## config.mk

```make
export PLATFORM = sky130hd
export DESIGN_NAME = rename_unit
export DESIGN_NICKNAME = d
export VERILOG_FILES = /design/src/rtl/rn_pkg.sv /design/src/rtl/rn_free_queue.sv /design/src/rtl/rn_commit_map.sv /design/src/rtl/rn_spec_map.sv /design/src/rtl/rename_unit.sv
export SDC_FILE = /design/constraint.sdc
export NUM_CORES = 2
export LEC_CHECK = 0
export BUFFER_PORTS_ARGS = -buffer_cell sky130_fd_sc_hd__clkbuf_2
export CAP_MARGIN = 20
export CORE_MARGIN = 2
export CORE_UTILIZATION = 28
export CTS_CLUSTER_SIZE = 25
export DETAILED_ROUTE_END_ITERATION = 16
export SLEW_MARGIN = 20
export SYNTH_ARGS = -nofsm -noshare
export SYNTH_HDL_FRONTEND = slang
export SYNTH_SLANG_ARGS = --single-unit
```

## constraint.sdc

```tcl
create_clock -name clk -period 4.75 [get_ports clk]
set_clock_uncertainty 0.15 [all_clocks]
set_input_delay 1.1875 -clock clk [delete_from_list [all_inputs] [get_ports clk]]
set_output_delay 1.1875 -clock clk [all_outputs]
set_load 0.005 [all_outputs]
```

## src/rtl/rn_pkg.sv

```systemverilog
package rn_pkg;
    localparam int unsigned RN_LOG_REGS = 32;
    localparam int unsigned RN_LOG_W    = 5;
    typedef logic [RN_LOG_W-1:0] lreg_t;
endpackage

```

## src/rtl/rn_free_queue.sv

```systemverilog
module rn_free_queue #(
    parameter int unsigned NUM_PHYS = 64,
    parameter int unsigned LANES    = 2,
    localparam int unsigned NPR     = NUM_PHYS - rn_pkg::RN_LOG_REGS,
    localparam int unsigned PW      = $clog2(NUM_PHYS),
    localparam int unsigned IW      = (NPR > 1) ? $clog2(NPR) : 1,
    localparam int unsigned CW      = $clog2(NPR + 1)
) (
    input  logic                      clk,
    input  logic                      rst_n,
    input  logic [CW-1:0]             alloc_cnt,
    input  logic                      commit_en,
    input  logic [PW-1:0]             freed_tag,
    input  logic                      recover,
    output logic [LANES-1:0][PW-1:0]  head_tags,
    output logic [CW-1:0]             free_cnt
);
    typedef struct packed {
        logic [NPR-1:0][PW-1:0] slot;
        logic [IW-1:0]          head;
        logic [IW-1:0]          chead;
        logic [CW-1:0]          used;
    } fq_state_t;

    fq_state_t st_d, st_q;

    function automatic logic [IW-1:0] wrap_add(input logic [IW-1:0] p, input logic [CW-1:0] k);
        int unsigned s;
        s = int'(p) + int'(k);
        if (s >= NPR) s = s - NPR;
        return IW'(s);
    endfunction

    function automatic fq_state_t init_state();
        fq_state_t s;
        for (int i = 0; i < NPR; i++) begin
            s.slot[i] = PW'(rn_pkg::RN_LOG_REGS + i);
        end
        s.head  = '0;
        s.chead = '0;
        s.used  = '0;
        return s;
    endfunction

    always_comb begin
        st_d = st_q;
        if (commit_en) begin
            // the committed slot becomes the tail and takes the released tag
            st_d.slot[st_q.chead] = freed_tag;
            st_d.chead            = wrap_add(st_q.chead, CW'(1));
        end
        st_d.head = wrap_add(st_q.head, alloc_cnt);
        st_d.used = st_q.used + alloc_cnt - CW'(commit_en);
        if (recover) begin
            st_d.head = st_d.chead;
            st_d.used = '0;
        end
    end

    always_ff @(posedge clk) begin
        if (!rst_n) st_q <= init_state();
        else        st_q <= st_d;
    end

    for (genvar k = 0; k < LANES; k++) begin : g_head
        assign head_tags[k] = st_q.slot[wrap_add(st_q.head, CW'(k))];
    end

    assign free_cnt = CW'(NPR) - st_q.used;
endmodule

```

## src/rtl/rn_commit_map.sv

```systemverilog
module rn_commit_map #(
    parameter int unsigned NUM_PHYS = 64,
    localparam int unsigned NL      = rn_pkg::RN_LOG_REGS,
    localparam int unsigned PW      = $clog2(NUM_PHYS)
) (
    input  logic                   clk,
    input  logic                   rst_n,
    input  logic                   cmt_valid,
    input  rn_pkg::lreg_t          cmt_log,
    input  logic [PW-1:0]          cmt_phys,
    output logic [PW-1:0]          old_tag,
    output logic [NL-1:0][PW-1:0]  map_next
);
    typedef struct packed {
        logic [NL-1:0][PW-1:0] map;
    } cm_state_t;

    cm_state_t st_d, st_q;

    function automatic cm_state_t init_state();
        cm_state_t s;
        for (int i = 0; i < NL; i++) s.map[i] = PW'(i);
        return s;
    endfunction

    always_comb begin
        st_d = st_q;
        if (cmt_valid) st_d.map[cmt_log] = cmt_phys;
    end

    always_ff @(posedge clk) begin
        if (!rst_n) st_q <= init_state();
        else        st_q <= st_d;
    end

    assign old_tag  = st_q.map[cmt_log];
    assign map_next = st_d.map;
endmodule

```

## src/rtl/rn_spec_map.sv

```systemverilog
module rn_spec_map #(
    parameter int unsigned NUM_PHYS = 64,
    parameter int unsigned LANES    = 2,
    localparam int unsigned NL      = rn_pkg::RN_LOG_REGS,
    localparam int unsigned PW      = $clog2(NUM_PHYS)
) (
    input  logic                            clk,
    input  logic                            rst_n,
    input  logic [LANES-1:0]                req_valid,
    input  logic                            accept,
    input  rn_pkg::lreg_t [LANES-1:0]       src_a,
    input  rn_pkg::lreg_t [LANES-1:0]       src_b,
    input  rn_pkg::lreg_t [LANES-1:0]       dst,
    input  logic [LANES-1:0][PW-1:0]        new_tag,
    input  logic                            restore,
    input  logic [NL-1:0][PW-1:0]           restore_map,
    output logic [LANES-1:0][PW-1:0]        tag_a,
    output logic [LANES-1:0][PW-1:0]        tag_b
);
    typedef struct packed {
        logic [NL-1:0][PW-1:0] map;
    } sm_state_t;

    sm_state_t st_d, st_q;

    function automatic sm_state_t init_state();
        sm_state_t s;
        for (int i = 0; i < NL; i++) s.map[i] = PW'(i);
        return s;
    endfunction

    // table read with forwarding from lower lanes of the same group
    always_comb begin
        for (int k = 0; k < LANES; k++) begin
            tag_a[k] = st_q.map[src_a[k]];
            tag_b[k] = st_q.map[src_b[k]];
            for (int j = 0; j < k; j++) begin
                if (req_valid[j] && dst[j] == src_a[k]) tag_a[k] = new_tag[j];
                if (req_valid[j] && dst[j] == src_b[k]) tag_b[k] = new_tag[j];
            end
        end
    end

    always_comb begin
        st_d = st_q;
        if (accept) begin
            for (int k = 0; k < LANES; k++) begin
                if (req_valid[k]) st_d.map[dst[k]] = new_tag[k];
            end
        end
        if (restore) st_d.map = restore_map;
    end

    always_ff @(posedge clk) begin
        if (!rst_n) st_q <= init_state();
        else        st_q <= st_d;
    end
endmodule

```

## src/rtl/rename_unit.sv

```systemverilog
module rename_unit #(
    parameter int unsigned NUM_PHYS = 64,
    parameter int unsigned LANES    = 2,
    localparam int unsigned NL      = rn_pkg::RN_LOG_REGS,
    localparam int unsigned LW      = rn_pkg::RN_LOG_W,
    localparam int unsigned PW      = $clog2(NUM_PHYS),
    localparam int unsigned NPR     = NUM_PHYS - NL,
    localparam int unsigned CW      = $clog2(NPR + 1)
) (
    input  logic                           clk,
    input  logic                           rst_n,
    input  logic [LANES-1:0]               ren_valid,
    input  logic [LANES-1:0][LW-1:0]       ren_src_a,
    input  logic [LANES-1:0][LW-1:0]       ren_src_b,
    input  logic [LANES-1:0][LW-1:0]       ren_dst,
    output logic [LANES-1:0][PW-1:0]       ren_tag_a,
    output logic [LANES-1:0][PW-1:0]       ren_tag_b,
    output logic [LANES-1:0][PW-1:0]       ren_tag_d,
    output logic                           ren_stall,
    input  logic                           cmt_valid,
    input  logic [LW-1:0]                  cmt_log,
    input  logic [PW-1:0]                  cmt_phys,
    input  logic                           recover
);
    logic [LANES-1:0][PW-1:0] head_tags;
    logic [CW-1:0]            free_cnt;
    logic [CW-1:0]            nreq;
    logic [CW-1:0]            alloc_cnt;
    logic                     accept;
    logic [PW-1:0]            old_tag;
    logic [NL-1:0][PW-1:0]    cmap_next;

    // lane k takes the queue entry after those of the valid lanes below it
    always_comb begin
        nreq = '0;
        for (int k = 0; k < LANES; k++) begin
            ren_tag_d[k] = head_tags[int'(nreq)];
            if (ren_valid[k]) nreq = nreq + CW'(1);
        end
    end

    assign ren_stall = recover | (nreq > free_cnt);
    assign accept    = (|ren_valid) & ~ren_stall;
    assign alloc_cnt = accept ? nreq : '0;

    rn_free_queue #(.NUM_PHYS(NUM_PHYS), .LANES(LANES)) u_free (
        .clk       (clk),
        .rst_n     (rst_n),
        .alloc_cnt (alloc_cnt),
        .commit_en (cmt_valid),
        .freed_tag (old_tag),
        .recover   (recover),
        .head_tags (head_tags),
        .free_cnt  (free_cnt)
    );

    rn_commit_map #(.NUM_PHYS(NUM_PHYS)) u_cmap (
        .clk       (clk),
        .rst_n     (rst_n),
        .cmt_valid (cmt_valid),
        .cmt_log   (cmt_log),
        .cmt_phys  (cmt_phys),
        .old_tag   (old_tag),
        .map_next  (cmap_next)
    );

    rn_spec_map #(.NUM_PHYS(NUM_PHYS), .LANES(LANES)) u_smap (
        .clk         (clk),
        .rst_n       (rst_n),
        .req_valid   (ren_valid),
        .accept      (accept),
        .src_a       (ren_src_a),
        .src_b       (ren_src_b),
        .dst         (ren_dst),
        .new_tag     (ren_tag_d),
        .restore     (recover),
        .restore_map (cmap_next),
        .tag_a       (ren_tag_a),
        .tag_b       (ren_tag_b)
    );
endmodule

```

==> metrics.md <==
| Metric | Value |
|---|---|
| Hold crit path type | reg2reg |
| Min cycle time layout | 4.77 ns |
| Fillers | 13400 |
| Synth unique cells | 61 |
| Area delta synth->final | 15.1% |
| Hpwl dp | 112000 um |
| Clock Tree Root | clkbuf_16 |
| Die area | 136000 sq um |
| Reg clk slew, reported paths | 0.06 ns |
| Largest net degree at the start of global routing | 143 |
| Achievable frequency | 0.209 GHz |
| Status | finished with violations |
| Max clock buf depth | 3 |
| Initial antenna violation count | 20 |
| Synth Cell Area | 37200 sq um |
| Clock Sinks | 592 |
| CP Launch Type | flop |
| Seq/Total Area, Yosys | 0.319 |
| Max VDD drop | 201 uV |
| Synthesized flop and latch total | 592 |
| H-tree Lvls | 3 |
| Failing checks | setup timing |
| CORE AREA | 132000 sq um |
| Initial Utilization | 0.283 |
| Wire per inst | 29.1 um |
| Final net count | 3959 |
| First-pass GRT wire length | 238000 um |
| Post-route ant nets | 0 |
| Clock buffers created by TritonCTS | 70 |
| YS warnings | 0 |
| Most common cell after layout, fill and taps aside | dfxtp_1 |
| Die Width | 368 um |
| Crit. End Element | output port |
| GPL Wtd Cong | 1.01 |
| Layout cells sized above 1 | 0.221 |
| DRC viols | 0 |
| Drt initial violations | 5469 |
| Vias in the first global route | 33100 |
| Final worst-path cycle share | 1.00 |
| CTS tree | done |
| Row count | 133 |
| Final setup margin | -0.0237 ns |
| Share of flip-flops with an asynchronous set or reset | 0 |
| Vias | 35700 |
| Synth Area per Inst | 9.43 sq um |
| Worst slew pin tran | 1.27 ns |
| Max Fanout on Critical Path | 23 |
| Worst EP arrival | 3.44 ns |
| Boundary Pins | 84 |
| Final Setup Violations | 1 |
| Relative slew slack | 0.149 |
| Routed wire length | 166000 um |
| Max-cap viol count | 0 |
| Grt ovf | 0 |
| Total GRT Usage | 0.235 |
| Final hold viol count | 0 |
| Skew-Pair Late Insertion Delay | 0.65 ns |
| Critical path class | reg2out |
| Vias/cell | 6.26 |
| EDFF count, synth | 0 |
| RSZ-0062 raised after global routing | false |
| Most frequent cells in the layout | dfxtp_1 (588), nor2_1 (532), nand2_1 (437) |
| 1st-pass router iterations | 8 |
| IO Port Bufs | 83 |
| Final Max Slew Viols | 0 |
| Ys flop type | dfxtp_1 |
| Post-Syn Nets | 4013 |
| Die Y | 368 um |
| Post-Syn Instances | 3943 |
| Pre-CTS setup slack | 0.103 ns |
| Required time worst endpoint | 3.41 ns |
| Power per cell area | 332 nW/um^2 |
| Final design utilization | 0.325 |
| LEAKAGE | 14.8 nW |
| Hold_ws | 0.345 ns |
## flip-flops by register name, indices dropped and copies added, names as in the netlist
| register | count |
|---|---|
| u_cmap.st_q | 192 |
| u_free.st_q | 208 |
| u_smap.st_q | 192 |
## layout make-up
type	count	area [sq um]	share of cell area
well taps	1755	2200	0.0513
clock inverters	22	298	0.00696
multi-input cells	2893	23700	0.553
diodes	6	15.0	0.000351
repair buffers	286	2500	0.0584
flip-flops and latches	592	11900	0.277
inverters	46	185	0.00433
clock buffers	107	2080	0.0486
## worst paths after layout
path                                   to  depth (start not counted)                         start  slack, ns
max reg2reg  u_smap.st_q[35]$_SDFFE_PN0P_                         11    u_free.st_q[11]$_SDFF_PN0_       1.20
min          u_free.st_q[85]$_SDFFE_PN1P_                          2  u_free.st_q[85]$_SDFFE_PN1P_       0.35
max                          ren_tag_a[8]                         10    u_free.st_q[12]$_SDFF_PN0_      -0.02
min reg2reg  u_free.st_q[85]$_SDFFE_PN1P_                          2  u_free.st_q[85]$_SDFFE_PN1P_       0.35
## stage by stage
stage,std cells,instance area [sq um],TNS [ns],power (mW)
floorplan,3943,37200,0,7.05
global placement,5546,40100,0,8.32
detailed placement,5546,40100,0,8.33
CTS,5687,42600,0,14.0
global route,5704,42800,0,14.5
finish,5707,42800,-0.0237,14.2
## routing by layer
layer / vias to the layer above / global-route usage / part of all wire
met5: - / 0 / 0.00023
met4: 6 / 0.155 / 0.080
met3: 673 / 0.0760 / 0.13
met2: 2692 / 0.342 / 0.42
met1: 17400 / 0.299 / 0.37
li1: 15000 / - / -
## synth_stat cells, types with 50 or more instances
cell	count	share of area
buf_2	60	0.0081
a31oi_1	50	0.0084
clkbuf_1	316	0.032
o211ai_1	92	0.019
mux2i_1	184	0.050
o22ai_1	55	0.0093
mux4_2	372	0.23
nand3_1	112	0.015
nor2_1	532	0.054
o21ai_0	321	0.043
a22oi_1	91	0.018
o221ai_1	164	0.039
nand2_1	438	0.044
a211oi_1	86	0.017
dfxtp_1	592	0.32
## kinds of logic (layout without fill, tap and decap cells)
| group | Yosys count | in the layout | share of synthesized area |
|---|---|---|---|
| flip-flops | 592 | 592 | 0.319 |
| AO/OA/AOI/OAI | 1043 | 1043 | 0.194 |
| multiplexers | 604 | 604 | 0.289 |
| buffers and inverters | 459 | 461 | 0.0492 |
| adder cells (fa/ha/maj) | 23 | 23 | 0.00814 |
| XOR/XNOR | 26 | 26 | 0.00633 |
| other | 0 | 6 | 0 |
| AND/OR/NAND/NOR | 1196 | 1197 | 0.134 |
## worst max-delay path: stages (launching register included)
cell and delay [ns]:
dfxtp_2 0.43, buf_12 0.22, mux4_2 0.52, mux2_2 0.32, a221oi_2 0.31, buf_4 0.22, nor2_4 0.09, buf_4 0.18
nand2_1 0.05, o21ai_0 0.23, clkbuf_2 0.20
## what timing repair did
| action | in CTS | in global routing |
|---|---|---|
| hold buffers | 0 | 0 |
| cloned | 1 | 0 |
| resized for setup | 12 | 10 |
| setup endpoints to repair | 19 | 14 |
| buffers inserted | 11 | 14 |
| pin swaps | 5 | 3 |
| endpoints found under the hold margin | 0 | 0 |
## where the power goes
group	internal (mW)	switching, mW
Clock	3.33	2.39
Combinational	1.14	2.03
Sequential	5.09	0.239
Note: power is estimated with default switching activity, not from simulation.
